===== config.mk =====
export PLATFORM = sky130hd
export DESIGN_NAME = exc_entry_seq
export DESIGN_NICKNAME = d
export VERILOG_FILES = /design/src/rtl/exc_pkg.sv /design/src/rtl/exc_arbiter.sv /design/src/rtl/exc_target.sv /design/src/rtl/exc_shadow_regs.sv /design/src/rtl/exc_entry_seq.sv
export SDC_FILE = /design/constraint.sdc
export NUM_CORES = 1
export LEC_CHECK = 0
export ABC_AREA = 1
export BUFFER_PORTS_ARGS = -buffer_cell sky130_fd_sc_hd__buf_2
export CAP_MARGIN = 5
export CORE_UTILIZATION = 30
export DETAILED_ROUTE_END_ITERATION = 10
export GPL_TIMING_DRIVEN = 1
export PLACE_DENSITY = 0.55
export SYNTH_ARGS = -nofsm -noshare
export SYNTH_HDL_FRONTEND = slang
export SYNTH_HIERARCHICAL = 1
export SYNTH_SLANG_ARGS = --single-unit

===== constraint.sdc =====
create_clock -name clk -period 2.95 [get_ports clk]
set_input_delay 0.4425 -clock clk [delete_from_list [all_inputs] [get_ports clk]]
set_output_delay 0.4425 -clock clk [all_outputs]
set_load 0.02 [all_outputs]

===== src/rtl/exc_pkg.sv =====
// Shared constants and types for the exception entry sequencer.
// Assumes a 32-bit status register with the mode bits at fixed positions.
package exc_pkg;
    localparam int SR_MD_BIT = 30;
    localparam int SR_RB_BIT = 29;
    localparam int SR_BL_BIT = 28;
    localparam int SR_FD_BIT = 15;
    localparam int SR_IMASK_LO = 4;
    localparam int IMASK_W = 4;

    localparam logic [11:0] CODE_PWR_RESET  = 12'h000;
    localparam logic [11:0] CODE_MAN_RESET  = 12'h020;
    localparam logic [11:0] CODE_TLB_MULTI  = 12'h140;
    localparam logic [11:0] CODE_TLB_MISS_R = 12'h040;
    localparam logic [11:0] CODE_TLB_MISS_W = 12'h060;
    localparam logic [11:0] CODE_TRAP       = 12'h160;
    localparam logic [11:0] CODE_UNBLOCKED  = 12'h1E0;

    localparam logic [31:0] RESET_TARGET = 32'hA000_0000;
    localparam logic [31:0] OFS_TLB      = 32'h0000_0400;
    localparam logic [31:0] OFS_GENERAL  = 32'h0000_0100;
    localparam logic [31:0] OFS_IRQ      = 32'h0000_0600;

    typedef enum logic [1:0] {
        ACT_NONE  = 2'd0,
        ACT_EXC   = 2'd1,
        ACT_IRQ   = 2'd2,
        ACT_RESET = 2'd3
    } act_e;
endpackage


===== src/rtl/exc_arbiter.sv =====
// Chooses the action for this cycle: none, exception entry, interrupt entry
// or reset request. Assumes the vector-valid flag already reflects the
// current mask level.
module exc_arbiter
    import exc_pkg::*;
#(
    parameter int CODE_W = 12
) (
    input  logic              exc_pending,
    input  logic [CODE_W-1:0] exc_code,
    input  logic              irq_req,
    input  logic              irq_vec_valid,
    input  logic              in_delay_slot,
    input  logic              in_sleep,
    input  logic              blocked,
    output act_e              act
);
    logic irq_eligible;

    // An interrupt is eligible only without an exception and outside a delay slot.
    always_comb irq_eligible = irq_req && !exc_pending && !in_delay_slot;

    // Priority: blocked exception, exception, unmasked interrupt with a vector.
    always_comb begin
        act = ACT_NONE;
        if (exc_pending) begin
            if (blocked && (exc_code != CODE_W'(CODE_UNBLOCKED)))
                act = ACT_RESET;
            else
                act = ACT_EXC;
        end else if (irq_eligible && (!blocked || in_sleep) && irq_vec_valid) begin
            act = ACT_IRQ;
        end
    end
endmodule


===== src/rtl/exc_target.sv =====
// Computes the new PC, the new SR and the return PC for an entry.
// Assumes the action has already been chosen; results are don't-care for
// ACT_NONE and ACT_RESET.
module exc_target
    import exc_pkg::*;
#(
    parameter int XLEN   = 32,
    parameter int CODE_W = 12
) (
    input  act_e              act,
    input  logic [CODE_W-1:0] exc_code,
    input  logic [XLEN-1:0]   pc,
    input  logic [XLEN-1:0]   sr,
    input  logic [XLEN-1:0]   vbr,
    input  logic              in_delay_slot,
    output logic [XLEN-1:0]   tgt_pc,
    output logic [XLEN-1:0]   tgt_sr,
    output logic [XLEN-1:0]   ret_pc
);
    logic reset_class;
    logic tlb_class;
    logic is_trap;
    logic [XLEN-1:0] slot_pc;

    // Classify the exception code.
    always_comb begin
        reset_class = (exc_code == CODE_W'(CODE_PWR_RESET)) ||
                      (exc_code == CODE_W'(CODE_MAN_RESET)) ||
                      (exc_code == CODE_W'(CODE_TLB_MULTI));
        tlb_class   = (exc_code == CODE_W'(CODE_TLB_MISS_R)) ||
                      (exc_code == CODE_W'(CODE_TLB_MISS_W));
        is_trap     = (act == ACT_EXC) && (exc_code == CODE_W'(CODE_TRAP));
    end

    // Return PC: step back over a delay slot, then step past a trap.
    always_comb begin
        slot_pc = in_delay_slot ? pc - XLEN'(2) : pc;
        ret_pc  = is_trap ? slot_pc + XLEN'(2) : slot_pc;
    end

    // New SR: raise the mode bits; reset-class codes also reset FD and the mask.
    always_comb begin
        tgt_sr = sr;
        tgt_sr[SR_MD_BIT] = 1'b1;
        tgt_sr[SR_RB_BIT] = 1'b1;
        tgt_sr[SR_BL_BIT] = 1'b1;
        if ((act == ACT_EXC) && reset_class) begin
            tgt_sr[SR_FD_BIT] = 1'b0;
            tgt_sr[SR_IMASK_LO +: IMASK_W] = '1;
        end
    end

    // New PC according to the event class.
    always_comb begin
        if (act == ACT_IRQ)
            tgt_pc = vbr + XLEN'(OFS_IRQ);
        else if (reset_class)
            tgt_pc = XLEN'(RESET_TARGET);
        else if (tlb_class)
            tgt_pc = vbr + XLEN'(OFS_TLB);
        else
            tgt_pc = vbr + XLEN'(OFS_GENERAL);
    end
endmodule


===== src/rtl/exc_shadow_regs.sv =====
// Holds the shadow registers, the event registers and the entry pulses.
// Assumes the action is valid for the cycle in which it is presented.
module exc_shadow_regs
    import exc_pkg::*;
#(
    parameter int XLEN   = 32,
    parameter int CODE_W = 12
) (
    input  logic              clk,
    input  logic              rst_n,
    input  act_e              act,
    input  logic [XLEN-1:0]   sr,
    input  logic [XLEN-1:0]   r15,
    input  logic [XLEN-1:0]   ret_pc,
    input  logic [XLEN-1:0]   tgt_pc,
    input  logic [XLEN-1:0]   tgt_sr,
    input  logic [CODE_W-1:0] exc_code,
    input  logic [CODE_W-1:0] irq_vec,
    input  logic              in_delay_slot,
    output logic              entry_taken,
    output logic              reset_req,
    output logic              slot_clr,
    output logic [XLEN-1:0]   pc_next,
    output logic [XLEN-1:0]   sr_next,
    output logic [XLEN-1:0]   ssr_q,
    output logic [XLEN-1:0]   spc_q,
    output logic [XLEN-1:0]   sgr_q,
    output logic [CODE_W-1:0] expevt_q,
    output logic [CODE_W-1:0] intevt_q
);
    logic do_entry;

    // An entry is either kind of accepted event.
    always_comb do_entry = (act == ACT_EXC) || (act == ACT_IRQ);

    // One-cycle pulses for entry, reset request and delay-slot clear.
    always_ff @(posedge clk) begin
        if (!rst_n) begin
            entry_taken <= 1'b0;
            reset_req   <= 1'b0;
            slot_clr    <= 1'b0;
        end else begin
            entry_taken <= do_entry;
            reset_req   <= (act == ACT_RESET);
            slot_clr    <= do_entry && in_delay_slot;
        end
    end

    // Save state and load the targets on an entry; otherwise hold.
    always_ff @(posedge clk) begin
        if (!rst_n) begin
            pc_next <= '0;
            sr_next <= '0;
            ssr_q   <= '0;
            spc_q   <= '0;
            sgr_q   <= '0;
        end else if (do_entry) begin
            pc_next <= tgt_pc;
            sr_next <= tgt_sr;
            ssr_q   <= sr;
            spc_q   <= ret_pc;
            sgr_q   <= r15;
        end
    end

    // Event registers: exception code or interrupt vector.
    always_ff @(posedge clk) begin
        if (!rst_n) begin
            expevt_q <= '0;
            intevt_q <= '0;
        end else if (act == ACT_EXC) begin
            expevt_q <= exc_code;
        end else if (act == ACT_IRQ) begin
            intevt_q <= irq_vec;
        end
    end
endmodule


===== src/rtl/exc_entry_seq.sv =====
// Top of the exception and interrupt entry sequencer. It arbitrates the
// events, computes the targets and captures the shadow state in one clock.
// Assumes the core loads pc_next and sr_next while entry_taken is high.
module exc_entry_seq
    import exc_pkg::*;
#(
    parameter int XLEN   = 32,
    parameter int CODE_W = 12
) (
    input  logic              clk,
    input  logic              rst_n,
    input  logic              exc_pending,
    input  logic [CODE_W-1:0] exc_code,
    input  logic              irq_req,
    input  logic              irq_vec_valid,
    input  logic [CODE_W-1:0] irq_vec,
    input  logic              in_delay_slot,
    input  logic              in_sleep,
    input  logic [XLEN-1:0]   pc,
    input  logic [XLEN-1:0]   sr,
    input  logic [XLEN-1:0]   vbr,
    input  logic [XLEN-1:0]   r15,
    output logic [IMASK_W-1:0] irq_level,
    output logic              entry_taken,
    output logic              reset_req,
    output logic              slot_clr,
    output logic [XLEN-1:0]   pc_next,
    output logic [XLEN-1:0]   sr_next,
    output logic [XLEN-1:0]   ssr_q,
    output logic [XLEN-1:0]   spc_q,
    output logic [XLEN-1:0]   sgr_q,
    output logic [CODE_W-1:0] expevt_q,
    output logic [CODE_W-1:0] intevt_q
);
    act_e act;
    logic [XLEN-1:0] tgt_pc;
    logic [XLEN-1:0] tgt_sr;
    logic [XLEN-1:0] ret_pc;

    // Mask level presented to the interrupt controller.
    always_comb irq_level = sr[SR_IMASK_LO +: IMASK_W];

    exc_arbiter #(.CODE_W(CODE_W)) u_arb (
        .exc_pending   (exc_pending),
        .exc_code      (exc_code),
        .irq_req       (irq_req),
        .irq_vec_valid (irq_vec_valid),
        .in_delay_slot (in_delay_slot),
        .in_sleep      (in_sleep),
        .blocked       (sr[SR_BL_BIT]),
        .act           (act)
    );

    exc_target #(.XLEN(XLEN), .CODE_W(CODE_W)) u_tgt (
        .act           (act),
        .exc_code      (exc_code),
        .pc            (pc),
        .sr            (sr),
        .vbr           (vbr),
        .in_delay_slot (in_delay_slot),
        .tgt_pc        (tgt_pc),
        .tgt_sr        (tgt_sr),
        .ret_pc        (ret_pc)
    );

    exc_shadow_regs #(.XLEN(XLEN), .CODE_W(CODE_W)) u_regs (
        .clk           (clk),
        .rst_n         (rst_n),
        .act           (act),
        .sr            (sr),
        .r15           (r15),
        .ret_pc        (ret_pc),
        .tgt_pc        (tgt_pc),
        .tgt_sr        (tgt_sr),
        .exc_code      (exc_code),
        .irq_vec       (irq_vec),
        .in_delay_slot (in_delay_slot),
        .entry_taken   (entry_taken),
        .reset_req     (reset_req),
        .slot_clr      (slot_clr),
        .pc_next       (pc_next),
        .sr_next       (sr_next),
        .ssr_q         (ssr_q),
        .spc_q         (spc_q),
        .sgr_q         (sgr_q),
        .expevt_q      (expevt_q),
        .intevt_q      (intevt_q)
    );
endmodule


==> impl_results.html, run 1 <==
<table>
<tr><th>Metric</th><th>Value</th></tr>
<tr><th colspan="2">Status</th></tr>
<tr><td>Outcome</td><td>finished, final reports clean</td></tr>
<tr><th colspan="2">STA</th></tr>
<tr><td>Accumulated negative setup slack</td><td>0 ps</td></tr>
<tr><td>Least-Margin Pin Slew</td><td>around 600 ps</td></tr>
<tr><td>Maximum clock frequency</td><td>between 400 and 500 MHz</td></tr>
<tr><td>Ratio of final minimum period to clock period</td><td>0.770</td></tr>
<tr><td>Final Hold Vio Count</td><td>0</td></tr>
<tr><td>Layout Skew</td><td>0 ps</td></tr>
<tr><td>Final slew viol count</td><td>0</td></tr>
<tr><td>RSZ-0062 raised after global routing</td><td>false</td></tr>
<tr><td>Final setup violation count</td><td>0</td></tr>
<tr><td>Fin crit period</td><td>2270 ps</td></tr>
<tr><td>Relative max-transition margin</td><td>0.602</td></tr>
<tr><th colspan="2">Critical path</th></tr>
<tr><td>Critical Path Source</td><td>in_delay_slot</td></tr>
<tr><td>Highest net fanout along the worst path</td><td>12</td></tr>
<tr><td>Critical Path End Type</td><td>register</td></tr>
<tr><td>Crit Reg-Reg Startpoint</td><td>u_regs/spc_q[30]</td></tr>
<tr><td>Startpoint kind of the worst setup timing path</td><td>primary input</td></tr>
<tr><td>Worst Reg2Reg Path Length in Cells</td><td>4</td></tr>
<tr><td>Worst r2r dst</td><td>u_regs/spc_q[30]</td></tr>
<tr><td>FF-to-FF setup slack</td><td>2210 ps</td></tr>
<tr><td>Arrival time at the worst endpoint</td><td>2660 ps</td></tr>
<tr><td>Critical path type</td><td>in -&gt; reg</td></tr>
<tr><td>Endpoint required time on the critical path</td><td>3340 ps</td></tr>
<tr><th colspan="2">Routing</th></tr>
<tr><td>DRT Wirelength</td><td>35700 um</td></tr>
<tr><td>DRT Pass-1 Iters</td><td>5</td></tr>
<tr><td>Wire length per cell after detailed routing</td><td>12.8 um</td></tr>
<tr><td>Number of remaining DRC errors</td><td>0</td></tr>
<tr><td>Via count normalized by instance count</td><td>4.24</td></tr>
<tr><td>Count of routing violations after the opening detailed-route iteration</td><td>467</td></tr>
<tr><td>Via count</td><td>about 12000</td></tr>
<tr><td>Antenna-violating nets left</td><td>0</td></tr>
<tr><th colspan="2">CTS</th></tr>
<tr><td>Root cell of the clock tree</td><td>clkbuf_16</td></tr>
<tr><td>Later-pin clock latency in the skew report</td><td>440 ps</td></tr>
<tr><td>Clock Path Buffers</td><td>2</td></tr>
<tr><td>Num CTS Buffers</td><td>17</td></tr>
<tr><td>Number of cells upsized or downsized after cts</td><td>0</td></tr>
<tr><td>TritonCTS clock tree</td><td>done</td></tr>
<tr><td>Clock edge transition at the registers on the reported setup and hold paths</td><td>roughly 80 ps</td></tr>
<tr><td># Post-CTS Setup Buffers</td><td>0</td></tr>
<tr><td>Clk sink count</td><td>roughly 190</td></tr>
<tr><td>Number of H-tree levels</td><td>4</td></tr>
<tr><td># hold bufs at CTS</td><td>0</td></tr>
<tr><th colspan="2">Global routing</th></tr>
<tr><td>Wire length of the first global-routing pass</td><td>54400 um</td></tr>
<tr><td>Antenna violations before repair</td><td>0</td></tr>
<tr><td>Maximum number of pins on one net before global-route repair</td><td>98</td></tr>
<tr><td>Remaining global-route overflow</td><td>0</td></tr>
<tr><td>Vias in the first global route</td><td>~11000</td></tr>
<tr><td>Total track usage</td><td>0.174</td></tr>
<tr><th colspan="2">Hold path</th></tr>
<tr><td>Worst Hold Launch</td><td>r15[2]</td></tr>
<tr><td>Worst min-delay path class</td><td>in -&gt; reg</td></tr>
<tr><td>Hold-critical path endpoint</td><td>u_regs/sgr_q[2]</td></tr>
<tr><td>Worst Hold Path Cells</td><td>3</td></tr>
<tr><th colspan="2">Die</th></tr>
<tr><td>Initial cell density of the core</td><td>0.304</td></tr>
<tr><td>Die height</td><td>about 200 um</td></tr>
<tr><td>Rows</td><td>72</td></tr>
<tr><td>Number of top-level pins</td><td>350</td></tr>
<tr><td>Placeable core region</td><td>~39000 sq um</td></tr>
<tr><td>Overall die area</td><td>39900 sq um</td></tr>
<tr><td>Die X-Extent</td><td>200 um</td></tr>
<tr><th colspan="2">Synthesis</th></tr>
<tr><td>Syn Area/Cell</td><td>5.98 sq um</td></tr>
<tr><td>Sequential element share of the synthesized area</td><td>0.319</td></tr>
<tr><td>Post-Synthesis Cells</td><td>1961</td></tr>
<tr><td>Distinct cell type count of the synthesized netlist</td><td>47</td></tr>
<tr><td>EDFF count, synth</td><td>0</td></tr>
<tr><td>YS warnings</td><td>6</td></tr>
<tr><td>Post-synthesis sequential element count</td><td>187</td></tr>
<tr><td>Most used flip-flop cell after synthesis</td><td>dfxtp_1</td></tr>
<tr><td>Async set-reset flop share out of synthesis</td><td>0</td></tr>
<tr><td>Netlist Area Pre-Place</td><td>roughly 12000 sq um</td></tr>
<tr><th colspan="2">Place</th></tr>
<tr><td>Post-detail-place hpwl</td><td>27800 um</td></tr>
<tr><td># port buffers</td><td>349</td></tr>
<tr><td>Number of cells in the design after placement</td><td>2761</td></tr>
<tr><td>Gp weighted congestion</td><td>0.915</td></tr>
<tr><th colspan="2">Finish</th></tr>
<tr><td>Share of final-layout standard cells stronger than drive strength 1</td><td>0.216</td></tr>
<tr><td>Fin cells</td><td>2794</td></tr>
<tr><td>Number of filler instances in the final layout</td><td>4345</td></tr>
<tr><td>Combined flip-flop and latch cell area</td><td>3740 sq um</td></tr>
<tr><td>Layout overhead on the synthesized area</td><td>21.5%</td></tr>
<tr><td>Area occupied by multi-input gates</td><td>6040 sq um</td></tr>
<tr><td>Final-stage net count</td><td>2431</td></tr>
<tr><th colspan="2">Power</th></tr>
<tr><td>Pleak</td><td>7.84 nW</td></tr>
<tr><td>Power density over cell area</td><td>497 nW/um^2</td></tr>
<tr><td>Worst VDD drop</td><td>0.000386 V</td></tr>
<tr><th colspan="2">Flow run</th></tr>
<tr><td>Number of max-cap violations</td><td>0</td></tr>
</table>
==> how the worst max path moves through the flow <==
stage          slack [ps]                to
5_1_grt               410  u_regs/spc_q[26]
6_report              680  u_regs/spc_q[26]
3_5_place_dp          160  u_regs/spc_q[26]
2_1_floorplan         620  u_regs/spc_q[23]
3_3_place_gp          200  u_regs/spc_q[26]
4_1_cts               660  u_regs/spc_q[26]
==> synth_stat cells, drive strengths merged, types with 2 or more instances <==
cell type	number	area (sq um)
nand3	61	365
nor2	505	2040
ha	10	125
xnor2	13	114
nand3b	3	22.5
o21bai	3	22.5
buf	95	754
a21oi	18	93.8
o21ai	39	199
nand2	614	2390
inv	313	1170
xor2	22	193
o31ai	2	15.0
nor4	3	18.8
a32o	2	20.0
o22ai	7	43.8
or2	5	31.3
nor3b	2	20.0
nor3	24	131
o2bb2ai	2	17.5
clkbuf	4	15.0
clkinv	3	12.5
dfxtp	187	3740
nand4	19	131
==> state kept, by name, indices dropped and copies added, names as in the netlist <==
register / count
u_regs/slot_clr: 1
u_regs/entry_taken: 1
u_regs/ssr_q: 32
u_regs/pc_next: 32
u_regs/sgr_q: 32
u_regs/spc_q: 32
u_regs/expevt_q: 12
u_regs/reset_req: 1
u_regs/intevt_q: 12
u_regs/sr_next: 32
==> where the power goes <==
part	switching, mW	internal (mW)
clock	1.14	1.12
sequential	0.130	2.79
combinational	1.27	0.653
total	2.53	4.56
==> cells in the final DEF, fill, tap and decap left out, drive strengths merged <==
cell / instances
a21oi: 18
a31oi: 1
a32o: 2
and2: 1
and3: 1
buf: 379
clkbuf: 18
clkinv: 9
clkinvlp: 1
conb: 3
dfxtp: 187
diode: 1
ha: 10
inv: 320
nand2: 614
nand3: 61
nand3b: 3
nand4: 19
nor2: 505
nor3: 24
nor3b: 2
nor4: 3
o21ai: 39
o21bai: 3
o221ai: 1
o22ai: 7
o2bb2ai: 2
o31ai: 2
or2: 5
xnor2: 13
xor2: 22
==> layer usage <==
| layer | GRT usage | up-vias | routed length [um] |
|---|---|---|---|
| li1 | - | 6360 | - |
| met1 | 0.213 | 5188 | 16100 |
| met2 | 0.295 | 265 | 16700 |
| met3 | 0.0415 | 36 | 2070 |
| met4 | 0.0602 | 0 | 804 |
| met5 | 0 | - | 0 |
==> logic make-up after synthesis <==
group / count (synthesis) / synth area share
AND/OR/NAND/NOR: 1238 / 0.440
flip-flops: 187 / 0.319
XOR/XNOR: 35 / 0.0261
other: 1 / 0.000320
adder cells (fa/ha/maj): 10 / 0.0107
buffers and inverters: 415 / 0.167
AO/OA/AOI/OAI: 75 / 0.0364
==> critical path: stages <==
cell     delay [ps]
buf_2           310
nor2_1           90
nand4_1         100
nand2_1          70
nor2_1          130
nand2_1          60
nor2_1          100
nand3_1         180
buf_4           220
nor2_1           80
nand4_1         100
nor2_2          220
nand3_2         110
nor2_1          140
xor2_1          160
nor2_1           50
nor2_1          100
==> per-stage QoR <==
stage                     instance area (sq um)  hold WS, ps  power [mW]  utilization  setup slack [ps]
after floorplan                           11700          544        4.31            -               616
after global placement                    13700          455        4.88        0.355               195
after detailed placement                  13700          462        4.91        0.355               159
after CTS                                 14200          183        7.22        0.370               659
after global routing                      14200          185        7.55        0.370               414
final                                     14300          206        7.09        0.370               680
==> final cells by class <==
| cell class | instances | area share |
|---|---|---|
| antenna | 1 | 0.000176 |
| clock inverter | 14 | 0.00913 |
| timing repair buffer | 379 | 0.145 |
| tap | 518 | 0.0455 |
| inverter | 316 | 0.0833 |
| sequential | 187 | 0.263 |
| multi-input combinational | 1361 | 0.424 |
| clock buffer | 18 | 0.0301 |
(Power assumes the default switching activity.)
==> run 2, diff against run 1 <==
==> constraint.sdc (replaced) <==
create_clock -name clk -period 2.3 [get_ports clk]
set_input_delay 0.345 -clock clk [delete_from_list [all_inputs] [get_ports clk]]
set_output_delay 0.345 -clock clk [all_outputs]
set_load 0.02 [all_outputs]
==> run 2 against run 1 <==
Against the previous run:
- cell count rose by 5.0%
- first-iteration DRC count fell by 17%
- flip-flop and latch count did not move
- cell area rose by 8.2%
- sequential power rose by 28%
- routed wire length rose by 3.5%
- critical endpoint is now u_regs/spc_q[20]
- largest power group unchanged
==> impl_results.html, run 2 (same netlist as run 1, synthesis figures left out) <==
<table>
<tr><th>Metric</th><th>Value</th></tr>
<tr><th colspan="2">Status</th></tr>
<tr><td>Outcome</td><td>finished, final reports clean</td></tr>
<tr><th colspan="2">Global routing</th></tr>
<tr><td>Remaining global-route overflow</td><td>0 (unchanged)</td></tr>
<tr><td>Antenna violations before repair</td><td>2 (+2)</td></tr>
<tr><td>Wire length of the first global-routing pass</td><td>56500 um (+3.9%)</td></tr>
<tr><td>Total track usage</td><td>0.181 (+0.00708)</td></tr>
<tr><td>Vias in the first global route</td><td>11200 (+4.4%)</td></tr>
<tr><td>Maximum number of pins on one net before global-route repair</td><td>76 (-22%)</td></tr>
<tr><th colspan="2">Die</th></tr>
<tr><td>Rows</td><td>72 (unchanged)</td></tr>
<tr><td>Overall die area</td><td>39900 sq um (unchanged)</td></tr>
<tr><td>Die X-Extent</td><td>200 um (unchanged)</td></tr>
<tr><td>Number of top-level pins</td><td>350 (unchanged)</td></tr>
<tr><td>Placeable core region</td><td>38600 sq um (unchanged)</td></tr>
<tr><td>Die height</td><td>200 um (unchanged)</td></tr>
<tr><td>Initial cell density of the core</td><td>0.304 (unchanged)</td></tr>
<tr><th colspan="2">Place</th></tr>
<tr><td>Gp weighted congestion</td><td>0.875 (-4.4%)</td></tr>
<tr><td>Pre-CTS WS</td><td>-234 ps (-392 ps)</td></tr>
<tr><td># port buffers</td><td>349 (unchanged)</td></tr>
<tr><td>Post-detail-place hpwl</td><td>29400 um (+6.0%)</td></tr>
<tr><th colspan="2">Power</th></tr>
<tr><td>Power density over cell area</td><td>606 nW/um^2 (+22%)</td></tr>
<tr><td>Pleak</td><td>8.55 nW (+9.1%)</td></tr>
<tr><td>Worst VDD drop</td><td>0.000498 V (+29%)</td></tr>
<tr><th colspan="2">Critical path</th></tr>
<tr><td>Endpoint required time on the critical path</td><td>2690 ps (-650 ps)</td></tr>
<tr><td>Cell chain of the critical path</td><td>buf_2, inv_1, ha_4, nand3_4, buf_4, nand2_1, nand2_1, a21oi_2, buf_4, nand3_1, nor2_4, nand3_2, nor3_4, xor2_1, nor2_1, nor2_1</td></tr>
<tr><td>Critical Path End Type</td><td>register</td></tr>
<tr><td>Worst Reg2Reg Path Length in Cells</td><td>4 (unchanged)</td></tr>
<tr><td>Highest net fanout along the worst path</td><td>5 (-7)</td></tr>
<tr><td>Critical path type</td><td>in -&gt; reg</td></tr>
<tr><td>CP peak stage delay</td><td>310 ps (about the same)</td></tr>
<tr><td>Startpoint kind of the worst setup timing path</td><td>primary input</td></tr>
<tr><td>Arrival time at the worst endpoint</td><td>2440 ps (-220 ps)</td></tr>
<tr><td>Slowest stage cell, crit path</td><td>nor3_4</td></tr>
<tr><th colspan="2">CTS</th></tr>
<tr><td>Root cell of the clock tree</td><td>clkbuf_16</td></tr>
<tr><td>Clock edge transition at the registers on the reported setup and hold paths</td><td>80 ps (about the same)</td></tr>
<tr><td>Later-pin clock latency in the skew report</td><td>450 ps (about the same)</td></tr>
<tr><td>Clk sink count</td><td>187 (unchanged)</td></tr>
<tr><td>Number of H-tree levels</td><td>4 (unchanged)</td></tr>
<tr><td># hold bufs at CTS</td><td>0 (unchanged)</td></tr>
<tr><td>TritonCTS clock tree</td><td>done</td></tr>
<tr><td>Num CTS Buffers</td><td>17 (unchanged)</td></tr>
<tr><td># Post-CTS Setup Buffers</td><td>0 (unchanged)</td></tr>
<tr><td>Clock Path Buffers</td><td>2 (unchanged)</td></tr>
<tr><th colspan="2">Hold path</th></tr>
<tr><td>Worst Hold Path Cells</td><td>3 (unchanged)</td></tr>
<tr><td>Worst min-delay path class</td><td>in -&gt; reg</td></tr>
<tr><th colspan="2">Routing</th></tr>
<tr><td>Met2 layer wire length in the routed design</td><td>17400 um (+4.5%)</td></tr>
<tr><td>Via count</td><td>12400 (+4.8%)</td></tr>
<tr><td>Antenna-violating nets left</td><td>0 (unchanged)</td></tr>
<tr><td>Number of remaining DRC errors</td><td>0 (unchanged)</td></tr>
<tr><td>Highest routing layer actually used</td><td>met5</td></tr>
<tr><td>DRT Pass-1 Iters</td><td>5 (unchanged)</td></tr>
<tr><td>Wire length per cell after detailed routing</td><td>12.6 um (-1.5%)</td></tr>
<tr><td>Routed length on met3</td><td>2280 um (+11%)</td></tr>
<tr><td>Count of routing violations after the opening detailed-route iteration</td><td>388 (-17%)</td></tr>
<tr><td>DRT Wirelength</td><td>36900 um (+3.5%)</td></tr>
<tr><td>Post-route met1 wirelength</td><td>16400 um (+1.8%)</td></tr>
<tr><td>Via count normalized by instance count</td><td>4.23 (-0.21%)</td></tr>
<tr><th colspan="2">STA</th></tr>
<tr><td>Maximum clock frequency</td><td>487 MHz</td></tr>
<tr><td>Least-Margin Pin Slew</td><td>579 ps (-12.1 ps)</td></tr>
<tr><td>Ratio of final minimum period to clock period</td><td>0.892</td></tr>
<tr><td>RSZ-0062 raised after global routing</td><td>false</td></tr>
<tr><td>Accumulated negative setup slack</td><td>0 ps (unchanged)</td></tr>
<tr><td>Relative max-transition margin</td><td>0.614 (+0.0117)</td></tr>
<tr><td>Final setup violation count</td><td>0 (unchanged)</td></tr>
<tr><td>Final Hold Vio Count</td><td>0 (unchanged)</td></tr>
<tr><td>Final slew viol count</td><td>0 (unchanged)</td></tr>
<tr><td>Layout Skew</td><td>0 ps (unchanged)</td></tr>
<tr><td>Final WS setup</td><td>249 ps (-431 ps)</td></tr>
<tr><td>Worst-case hold slack</td><td>107 ps (-99.0 ps)</td></tr>
<tr><td>Fin crit period</td><td>~2100 ps</td></tr>
<tr><th colspan="2">Finish</th></tr>
<tr><td>Commonest non-fill, non-tap cell in the layout</td><td>nand2_1</td></tr>
<tr><td>Leading cell types in the layout, fill and taps excluded</td><td>587 x nand2_1, 478 x nor2_1, 348 x buf_2</td></tr>
<tr><td>Share of final-layout standard cells stronger than drive strength 1</td><td>0.262 (+0.0463)</td></tr>
<tr><td>Layout overhead on the synthesized area</td><td>31.5%</td></tr>
<tr><td>Final-stage net count</td><td>2571 (+5.8%)</td></tr>
<tr><th colspan="2">Flow run</th></tr>
<tr><td>Number of max-cap violations</td><td>0 (unchanged)</td></tr>
</table>
[run 2: cell types whose count changed in the layout (fill, tap and decap cells not counted), sizes merged]
cell	delta
buf	+140
clkbuf	+2
inv	-2
[run 2: path summary, 6_finish.rpt]
kind / startpoint / endpoint / slack [ps]
max: pc[2] / u_regs/spc_q[20] / 250
min: r15[7] / u_regs/sgr_q[7] / 110
max reg2reg: u_regs/spc_q[10] / u_regs/spc_q[10] / 1590
min reg2reg: u_regs/intevt_q[3] / u_regs/intevt_q[3] / 470
[run 2: cell type report]
class | count | area (sq um)
antenna | 1 | 2.50
clock inverter | 12 | 105
fill | 4276 | 23100
multi-input combinational | 1361 | 6060
tap | 518 | 648
sequential | 187 | 3740
clock buffer | 20 | 467
inverter | 316 | 1190
timing repair buffer | 519 | 3200
[run 2: per-layer routing]
metal | vias to the layer above | track usage
met5 | - | 0
met2 | 293 | 0.313
met4 | 2 | 0.0628
met1 | 5445 | 0.215
met3 | 40 | 0.0454
li1 | 6636 | -
[run 2: what timing repair did]
item                       4_1_cts  5_1_grt
hold endpoints to repair         0        0
gates resized for setup          0        3
setup endpoints to repair        0        1
[run 2: per-stage QoR]
step,std cells,util,total power [mW],cell area (sq um)
6_report,2934,0.400,9.35,15400
5_1_grt,2933,0.400,9.97,15400
4_1_cts,2933,0.399,9.50,15400
3_5_place_dp,2901,0.385,6.50,14800
3_3_place_gp,2901,0.385,6.46,14800
2_1_floorplan,1963,-,5.52,11700
[run 2: worst max-delay path, delay by kind of cell]
family / cells / cell delay [ps]
AND/OR/NAND/NOR: 9 / 1080
adder cells (fa/ha/maj): 1 / 170
AO/OA/AOI/OAI: 1 / 130
buffers and inverters: 4 / 490
XOR/XNOR: 1 / 220
[run 2: power by group]
group          switching [mW]  leakage (nW)  internal, mW
Sequential              0.162          1.55          3.57
Clock                    1.44         0.284          1.50
Combinational            1.67          6.72          1.00
==> run 3, diff against run 2 <==
--- a/config.mk
+++ b/config.mk
@@ -8,10 +8,12 @@
 export ABC_AREA = 1
 export BUFFER_PORTS_ARGS = -buffer_cell sky130_fd_sc_hd__buf_2
 export CAP_MARGIN = 5
-export CORE_UTILIZATION = 30
+export CELL_PAD_IN_SITES_DETAIL_PLACEMENT = 2
+export CELL_PAD_IN_SITES_GLOBAL_PLACEMENT = 2
+export CORE_UTILIZATION = 27
 export DETAILED_ROUTE_END_ITERATION = 10
 export GPL_TIMING_DRIVEN = 1
-export PLACE_DENSITY = 0.55
+export PLACE_DENSITY = 0.87
 export SYNTH_ARGS = -nofsm -noshare
 export SYNTH_HDL_FRONTEND = slang
 export SYNTH_HIERARCHICAL = 1
==> run 3 against run 2 <==
Against the previous run:
- total power up 3.3%
- largest power group unchanged
- register-to-register slack got worse by 150 ps
- sequential power up 1%
- critical path type unchanged
- maximum frequency decreased by 8.5%
- flip-flop and latch count did not move
- non-clock buffer count decreased by 14
==> impl_results.html, run 3 (same netlist as run 1, synthesis figures left out) <==
<table>
<tr><th>Metric</th><th>Value</th></tr>
<tr><th colspan="2">STA</th></tr>
<tr><td>Least-Margin Pin Slew</td><td>811 ps (+232 ps)</td></tr>
<tr><td>Final slew viol count</td><td>0 (unchanged)</td></tr>
<tr><td>Relative max-transition margin</td><td>0.454 (-0.160)</td></tr>
<tr><td>Ratio of final minimum period to clock period</td><td>0.975 (+0.0832)</td></tr>
<tr><td>Maximum clock frequency</td><td>446 MHz (-8.5%)</td></tr>
<tr><td>Layout Skew</td><td>0 ps (unchanged)</td></tr>
<tr><td>Worst-case hold slack</td><td>69.2 ps (-37.5 ps)</td></tr>
<tr><td>Final Hold Vio Count</td><td>0 (unchanged)</td></tr>
<tr><td>Final WS setup</td><td>57.1 ps (-191 ps)</td></tr>
<tr><td>Fin crit period</td><td>2240 ps (+191 ps)</td></tr>
<tr><td>Final setup violation count</td><td>0 (unchanged)</td></tr>
<tr><th colspan="2">Critical path</th></tr>
<tr><td>Arrival time at the worst endpoint</td><td>2620 ps (+180 ps)</td></tr>
<tr><td>Critical Path End Type</td><td>register</td></tr>
<tr><td>Endpoint required time on the critical path</td><td>2680 ps (about the same)</td></tr>
<tr><td>Highest net fanout along the worst path</td><td>6 (+1)</td></tr>
<tr><td>FF-to-FF setup slack</td><td>1440 ps (-150 ps)</td></tr>
<tr><td>Critical path type</td><td>in -&gt; reg</td></tr>
<tr><td>Startpoint kind of the worst setup timing path</td><td>primary input</td></tr>
<tr><th colspan="2">Power</th></tr>
<tr><td>Proportion of total power due to net switching</td><td>0.375 (+0.0254)</td></tr>
<tr><td>Logic gate share of total power</td><td>0.296 (+0.010)</td></tr>
<tr><td>Power density over cell area</td><td>627 nW/um^2 (+3.5%)</td></tr>
<tr><td>Worst VDD drop</td><td>0.000389 V (-22%)</td></tr>
<tr><td>Seq pwr share</td><td>0.391 (-0.009)</td></tr>
<tr><td>Pleak</td><td>8.47 nW (-0.94%)</td></tr>
<tr><td>Internal power summed over all cells</td><td>6.03 mW (-0.71%)</td></tr>
<tr><td>Part of the power in the clock network</td><td>0.313 (-0.002)</td></tr>
<tr><td>Tot Pwr</td><td>9.66 mW (+3.3%)</td></tr>
<tr><td>Net load switching power</td><td>3.63 mW (+11%)</td></tr>
<tr><th colspan="2">Place</th></tr>
<tr><td>Placement-stage cell area</td><td>14700 sq um (-0.65%)</td></tr>
<tr><td># port buffers</td><td>349 (unchanged)</td></tr>
<tr><td>Gp weighted congestion</td><td>0.885 (+1.2%)</td></tr>
<tr><td>Pre-CTS WS</td><td>-585 ps (-351 ps)</td></tr>
<tr><td>Post-detail-place hpwl</td><td>42400 um (+44%)</td></tr>
<tr><th colspan="2">Routing</th></tr>
<tr><td>Antenna-violating nets left</td><td>0 (unchanged)</td></tr>
<tr><td>DRT Wirelength</td><td>53800 um (+46%)</td></tr>
<tr><td>Number of remaining DRC errors</td><td>0 (unchanged)</td></tr>
<tr><td>Count of routing violations after the opening detailed-route iteration</td><td>467 (+20%)</td></tr>
<tr><td>Via count</td><td>13700 (+10%)</td></tr>
<tr><td>Wire length per cell after detailed routing</td><td>18.1 um (+44%)</td></tr>
<tr><td>DRT Pass-1 Iters</td><td>4 (-1)</td></tr>
<tr><td>Via count normalized by instance count</td><td>4.59 (+8.5%)</td></tr>
<tr><th colspan="2">CTS</th></tr>
<tr><td>TritonCTS clock tree</td><td>done</td></tr>
<tr><td>Root cell of the clock tree</td><td>clkbuf_16</td></tr>
<tr><td>Number of H-tree levels</td><td>4 (unchanged)</td></tr>
<tr><td>Num CTS Buffers</td><td>17 (unchanged)</td></tr>
<tr><td>Clock edge transition at the registers on the reported setup and hold paths</td><td>80 ps (about the same)</td></tr>
<tr><td>Clk sink count</td><td>187 (unchanged)</td></tr>
<tr><td>Later-pin clock latency in the skew report</td><td>490 ps (+40 ps)</td></tr>
<tr><td>Clock Path Buffers</td><td>2 (unchanged)</td></tr>
<tr><td># hold bufs at CTS</td><td>0 (unchanged)</td></tr>
<tr><th colspan="2">Die</th></tr>
<tr><td>Die height</td><td>210 um (+5.4%)</td></tr>
<tr><td>Rows</td><td>75 (+4.2%)</td></tr>
<tr><td>Placeable core region</td><td>42400 sq um (+10%)</td></tr>
<tr><td>Die X-Extent</td><td>210 um (+5.4%)</td></tr>
<tr><td>Overall die area</td><td>44300 sq um (+11%)</td></tr>
<tr><td>Number of top-level pins</td><td>350 (unchanged)</td></tr>
<tr><td>Initial cell density of the core</td><td>0.276 (-0.0277)</td></tr>
<tr><th colspan="2">Global routing</th></tr>
<tr><td>Wire length of the first global-routing pass</td><td>81000 um (+43%)</td></tr>
<tr><td>Remaining global-route overflow</td><td>0 (unchanged)</td></tr>
<tr><td>Antenna violations before repair</td><td>2 (unchanged)</td></tr>
<tr><td>Vias in the first global route</td><td>15100 (+35%)</td></tr>
<tr><td>Maximum number of pins on one net before global-route repair</td><td>71 (-6.6%)</td></tr>
<tr><td>Total track usage</td><td>0.237 (+0.0559)</td></tr>
<tr><th colspan="2">Finish</th></tr>
<tr><td>Commonest non-fill, non-tap cell in the layout</td><td>nand2_1</td></tr>
<tr><td>Total non-filler cell area in the finished layout</td><td>15400 sq um (-0.14%)</td></tr>
<tr><td>Leading cell types in the layout, fill and taps excluded</td><td>587 x nand2_1, 471 x nor2_1, 348 x buf_2</td></tr>
<tr><td>Layout overhead on the synthesized area</td><td>31.3%</td></tr>
<tr><td>Share of final-layout standard cells stronger than drive strength 1</td><td>0.263 (+0.000695)</td></tr>
<tr><td>Final core utilization</td><td>0.363 (-0.0369)</td></tr>
<tr><td>Final-stage net count</td><td>2557 (-0.54%)</td></tr>
<tr><th colspan="2">Status</th></tr>
<tr><td>Outcome</td><td>finished, final reports clean</td></tr>
<tr><th colspan="2">Hold path</th></tr>
<tr><td>Worst min-delay path class</td><td>in -&gt; reg</td></tr>
<tr><th colspan="2">Flow run</th></tr>
<tr><td>Number of max-cap violations</td><td>0 (unchanged)</td></tr>
</table>
[run 3: cell count changes in the layout (fill, tap and decap cells not counted), sizes merged]
cell      before  now
clkinv         9   10
buf          519  505
clkbuf        20   19
clkinvlp       1    2
inv          318  317
[run 3: final timing paths]
check	end	cells after the start	from
max	u_regs/spc_q[23]	16	in_delay_slot
min	u_regs/sgr_q[0]	3	r15[0]
max reg2reg	u_regs/sr_next[26]	4	u_regs/sr_next[26]
min reg2reg	u_regs/intevt_q[7]	2	u_regs/intevt_q[7]
[run 3: repair_timing]
action / 4_1_cts / 5_1_grt
setup endpoints to repair: 4 / 13
buffers inserted: 0 / 2
gates cloned: 0 / 0
gates resized for setup: 4 / 13
pin swaps: 1 / 11
[run 3: routing by layer]
metal	global-route usage	up-vias	wire length [um]	part of all wire
met5	0	-	11	0.00020
met4	0.113	2	1780	0.033
met3	0.0475	91	2440	0.045
met2	0.439	340	27800	0.52
met1	0.256	6643	21800	0.41
li1	-	6599	-	-
[run 3: worst max-delay path: stages]
cell and delay (ps):
buf_2 170, buf_4 180, inv_2 120, nand2_1 130
nand2_1 120, ha_1 210, nand3_2 130, nor2_2 190
nand2_2 110, nor2_4 150, nand3_4 130, nor2_4 200
nand2_1 100, and2_1 170, nor2_1 90, nor2_1 60
[run 3: layout make-up]
class / count / area [sq um]
inverter: 316 / 1190
fill: 5328 / 27000
tap: 577 / 722
timing repair buffer: 505 / 3050
clock inverter: 13 / 134
multi-input combinational: 1361 / 6100
antenna: 1 / 2.50
clock buffer: 19 / 453
sequential: 187 / 3740
[run 3: stage by stage]
step,cells,setup TNS [ps]
after floorplan,1963,0
after global placement,2944,-2390
after detailed placement,2944,-12280
after CTS,2976,0
after global routing,2979,-175
final,2979,0
[run 3: power groups by stage]
stage / sequential [mW] / clock (mW) / combinational, mW
detailed placement: 3.85 / 0 / 2.82
global placement: 3.81 / 0 / 2.63
floorplan: 4.22 / 0 / 1.30
global route: 3.81 / 3.26 / 3.14
finish: 3.78 / 3.03 / 2.86
CTS: 3.78 / 3.13 / 2.86
